File: src/rtl/codec_pwrup_seq.sv
module codec_pwrup_seq #(
  parameter int MODE_W         = 4,
  parameter int UNMUTE_PERIODS = 2000,
  parameter int STALL_LIMIT    = 2048,
  parameter int TOL            = 2
) (
  input  logic              mclk,
  input  logic              rst_n,
  input  logic              mclk_ok,
  input  logic              lrck,
  input  logic [MODE_W-1:0] mode_pins,
  output logic              pwr_down,
  output logic              ctrl_en,
  output logic [MODE_W-1:0] mode_latched,
  output logic              clamp,
  output logic [2:0]        ratio_code,
  output logic              ready
);

  localparam int CNT_W = $clog2(STALL_LIMIT + 2);
  localparam int PER_W = (UNMUTE_PERIODS > 1) ? $clog2(UNMUTE_PERIODS) : 1;

  typedef enum logic [1:0] {S_OFF, S_MEAS, S_HOLD, S_RUN} st_t;

  st_t              st;
  logic [2:0]       lr_sync;
  logic [CNT_W-1:0] cnt;
  logic [PER_W-1:0] per;
  logic             armed;
  logic             cap;
  logic [MODE_W-1:0] mode_q;
  logic [2:0]       ratio_q;
  logic [2:0]       code;
  logic             rise;
  logic             stall;

  function automatic int nominal(input int idx);
    case (idx)
      1: return 128;
      2: return 256;
      3: return 384;
      4: return 512;
      5: return 768;
      default: return 1024;
    endcase
  endfunction

  assign rise  = lr_sync[1] & ~lr_sync[2];
  assign stall = (st != S_OFF) && (int'(cnt) > STALL_LIMIT);

  always_comb begin
    code = 3'd0;
    for (int i = 1; i <= 6; i++)
      if (int'(cnt) >= nominal(i) - TOL && int'(cnt) <= nominal(i) + TOL)
        code = 3'(i);
  end

  always_ff @(posedge mclk or negedge rst_n)
    if (!rst_n) lr_sync <= '0;
    else        lr_sync <= {lr_sync[1:0], lrck};

  always_ff @(posedge mclk or negedge rst_n)
    if (!rst_n) begin
      cap    <= 1'b0;
      mode_q <= '0;
    end else if (!cap) begin
      cap    <= 1'b1;
      mode_q <= mode_pins;
    end

  always_ff @(posedge mclk or negedge rst_n)
    if (!rst_n)                cnt <= '0;
    else if (st == S_OFF)      cnt <= '0;
    else if (rise)             cnt <= CNT_W'(1);
    else if (cnt != '1)        cnt <= cnt + 1'b1;

  always_ff @(posedge mclk or negedge rst_n)
    if (!rst_n) begin
      st      <= S_OFF;
      armed   <= 1'b0;
      ratio_q <= '0;
      per     <= '0;
    end else if (!mclk_ok) begin
      st      <= S_OFF;
      armed   <= 1'b0;
      ratio_q <= '0;
    end else if (st == S_OFF) begin
      st    <= S_MEAS;
      armed <= 1'b0;
    end else if (stall) begin
      st      <= S_MEAS;
      armed   <= 1'b0;
      ratio_q <= '0;
    end else if (rise) begin
      case (st)
        S_MEAS:
          if (!armed) armed <= 1'b1;
          else if (code != 3'd0) begin
            ratio_q <= code;
            per     <= '0;
            st      <= S_HOLD;
          end
        S_HOLD:
          if (int'(per) == UNMUTE_PERIODS - 1) st <= S_RUN;
          else per <= per + 1'b1;
        default: ;
      endcase
    end

  assign pwr_down     = (st == S_OFF);
  assign clamp        = (st != S_RUN);
  assign ready        = (st == S_RUN);
  assign ratio_code   = ratio_q;
  assign ctrl_en      = cap;
  assign mode_latched = mode_q;

  a_r2_ctrl_sticky: assert property (@(posedge mclk) disable iff (!rst_n)
    ctrl_en |=> ctrl_en);
  a_r3_mode_frozen: assert property (@(posedge mclk) disable iff (!rst_n)
    ctrl_en |=> $stable(mode_latched));
  a_r4_clock_loss: assert property (@(posedge mclk) disable iff (!rst_n)
    !mclk_ok |=> (pwr_down && clamp && ratio_code == 3'd0));
  a_r5_code_range: assert property (@(posedge mclk) disable iff (!rst_n)
    ratio_code <= 3'd6);
  a_r7_ready_valid: assert property (@(posedge mclk) disable iff (!rst_n)
    ready |-> (!clamp && ratio_code != 3'd0));
  a_r8_stall_clamps: assert property (@(posedge mclk) disable iff (!rst_n)
    (mclk_ok && int'(cnt) > STALL_LIMIT) |=> (clamp && ratio_code == 3'd0));

endmodule

File: config.mk
export PLATFORM = sky130hd
export DESIGN_NAME = codec_pwrup_seq
export DESIGN_NICKNAME = d
export VERILOG_FILES = /design/src/rtl/codec_pwrup_seq.sv
export SDC_FILE = /design/constraint.sdc
export NUM_CORES = 1
export LEC_CHECK = 0
export ABC_AREA = 1
export ABC_CLOCK_PERIOD_IN_PS = 2200
export BUFFER_PORTS_ARGS = -buffer_cell sky130_fd_sc_hd__buf_2
export CORE_AREA = 2 2 68 70
export DETAILED_ROUTE_END_ITERATION = 12
export DIE_AREA = 0 0 70 72
export GPL_TIMING_DRIVEN = 1
export PLACE_DENSITY = 0.88
export SKIP_LAST_GASP = 1
export SLEW_MARGIN = 20
export SYNTH_ARGS = -nofsm -noshare
export SYNTH_HDL_FRONTEND = slang
export SYNTH_SLANG_ARGS = --single-unit
File: constraint.sdc
create_clock -name mclk -period 2.2 [get_ports mclk]
set_clock_uncertainty 0.15 [all_clocks]
set_input_delay 0.33 -clock mclk [delete_from_list [all_inputs] [get_ports mclk]]
set_output_delay 0.33 -clock mclk [all_outputs]
set_load 0.005 [all_outputs]
==> metrics.txt <==
Total GRT Usage=25.3%; vias in the first global route=2360; outcome=complete, but fails checks; share of layout cells above drive strength 1=30.3%; Final setup violation count=2; Setup WS post-layout=-0.0226 ns; n_diodes=0; Top delay family on crit path=simple AND/OR/NAND/NOR gates; type of origin of the critical path=flop; Synth Area in Adders=3.52%; Max-Cap Viols=0; worst-margin pin slew=0.813 ns; sequential-to-total area share from yosys stat=37.3%; dpl hpwl=4.02 mm; Synth cell types=38; initial core utilization=58.3%; CP Cell Sequence=buf_4 -> ha_1 -> inv_2 -> nor3_2 -> nand2_1 -> inv_2 -> nand2_4 -> inv_2 -> nor4_4 -> nand2_1 -> nand3_1 -> a21oi_2; vias=2537; design area=3120 µm²; CP endpoint kind=flop; worst skew pair latency=0.30 ns; top cell type's share of synthesized area=37.3%; std cell rows=24; maximum vdd drop=0.526 mV; post-synthesis simple-gate area fraction=38.5%; ANT nets after route=0; global route overflow=0; area leader, netlist=dfrtp_1; crit path time final=2.22 ns; crit-path max FO=5; overall die area=5040 µm²; commonest cells after routing, fill and taps aside=nand2_1, nor2_1, inv_1; Die X=70 µm; global route hottest layer=met2; commonest non-fill, non-tap cell in the layout=nand2_1; final hold slack=-0.0286 ns; max incr delay on CP=0.45 ns; Placed Area=2670 µm²; core box area=4260 µm²; clock root buffer=clkbuf_8; ys async rst share=100%; dpl ws=0.0266 ns; CP required=2.24 ns; GPL Wtd Cong=1.02; Filler Cells Inserted=308; M1 GR Usage=31.8%; I/O pin cnt=19; Post-synth EDFFs=0; Syn. warnings=0; Synth area leaders=dfrtp_1, nand2_1, nand3_1; area fraction in compound gates after synthesis=7.35%; synthesized area=2480 µm²; Post-Route WL=6.44 mm; multiplexer area fraction after synthesis=1.81%; CTS tree=built; setup TNS=-0.0393 ns; I/O Buffers=18; Avg WL per Cell=14.2 µm; Period Utilization, post-route=101%; slowest CP cell=dfrtp_2; CTS Buf Count=5; post-layout util=73.2%; Syn Nets=361; H-tree lvl count=2; initial drt markers=301; endpoints failing hold=37; area grow syn2layout=25.6%; Arr. time, crit path=2.26 ns; #FFs+latches synth=37; Syn Area/Cell=7.18 µm²; main flop type after synthesis=dfrtp_1; failing checks=negative hold slack, negative setup slack; Fmax=450 MHz; clk slew on worst S/H paths=0.08 ns; Worst Path Buf+Inv=4; DRC viols=0; via/cell ratio=5.61; Post-Synth XOR/XNOR Area=2.82%; Worst slew margin=45.8%; number of nets in the layout=414; initial antenna violation count=0; main combinational cell family by area after synthesis=simple AND/OR/NAND/NOR gates; cell mode on critical path=inv_2; Leak=1.60 nW; routing usage on met3=4.03%; Pre-antenna DRT Iters=6; Mapped Cells=346; pwr dens=825 nW/µm²; Reg2Reg Setup Slack=-0.02 ns; worst hold path class=in2async; largest net degree at the start of global routing=38; Die H=72 µm; clock buffer depth=2; M2 GR Usage=43.9%; global-route wire length before repair=10.4 mm; Crit Path Category=reg2reg; clk sinks=37; final slew viol count=0
==> cell usage after synthesis (3+ instances only) <==
cell     instances
inv_2            8
a21oi_1          7
nand3_1         31
ha_1             7
o21ai_1          4
nand2_1         98
xor2_1           7
nor2_1          41
o21ai_0         10
inv_1           39
dfrtp_1         37
o21ai_2          3
nand2_2          7
mux2_2           4
nor2_4           4
nor2_2           3
nor3_1           9
==> state kept, by name (all words and copies together), names as in the netlist <==
register	count
ctrl_en	1
armed	1
cnt	12
per	11
lr_sync	3
mode_latched	4
st	2
ratio_code	3
==> worst paths after layout <==
path                              start               to  cells after the start
max in group asynchronous         rst_n           cnt[6]                      1
max                              cnt[0]          cnt[11]                     12
min in group mclk          mode_pins[0]  mode_latched[0]                      2
min                               rst_n           cnt[2]                      1
max reg2reg                      cnt[0]          cnt[11]                     12
min reg2reg                  lr_sync[0]       lr_sync[1]                      0
==> through the flow <==
stage | hold slack (ns) | total power (W) | cells
after global routing | 0.0550 | 0.00273 | 452
after detailed placement | 0.197 | 0.00159 | 421
after floorplan | -0.116 | 0.00134 | 346
final | -0.0286 | 0.00257 | 452
after global placement | 0.181 | 0.00158 | 421
after CTS | 0.0119 | 0.00232 | 430
==> timing repair <==
item / 4_1_cts / 5_1_grt
setup buffers: 0 / 22
hold endpoints to repair: 1 / 0
pin swaps: 0 / 11
gates resized for setup: 1 / 43
hold buffers: 1 / 0
setup endpoints to repair: 1 / 21
==> cell families (layout without fill, tap and decap cells) <==
family,after synthesis,after routing
AND/OR/NAND/NOR,206,206
buffers and inverters,52,106
flip-flops,37,37
AO/OA/AOI/OAI,31,31
XOR/XNOR,8,8
adder cells (fa/ha/maj),7,7
multiplexers,4,4
other,1,1
==> layout make-up <==
class / instances / area [µm²] / area share (%)
multi-input combinational: 257 / 1460 / 46.6
timing repair buffer: 49 / 340 / 10.9
clock inverter: 3 / 65.1 / 2.08
clock buffer: 5 / 68.8 / 2.20
sequential: 37 / 933 / 29.9
inverter: 49 / 194 / 6.21
tap: 52 / 65.1 / 2.08
==> per-layer routing <==
layer | wire, µm | vias to the layer above
li1 | - | 1203
met1 | 2630 | 1187
met2 | 3220 | 128
met3 | 404 | 19
met4 | 178 | 0
met5 | 0 | -
==> power breakdown <==
part	switching, W	total (W)	leakage (nW)	internal, W
Combinational	0.000604	0.00103	1.05	0.000424
Clock	0.000265	0.000715	0.0681	0.000451
Sequential	0.0000710	0.000831	0.481	0.000760
Total	0.000940	0.00257	1.60	0.00164
Note: power is estimated with default switching activity, not from simulation.
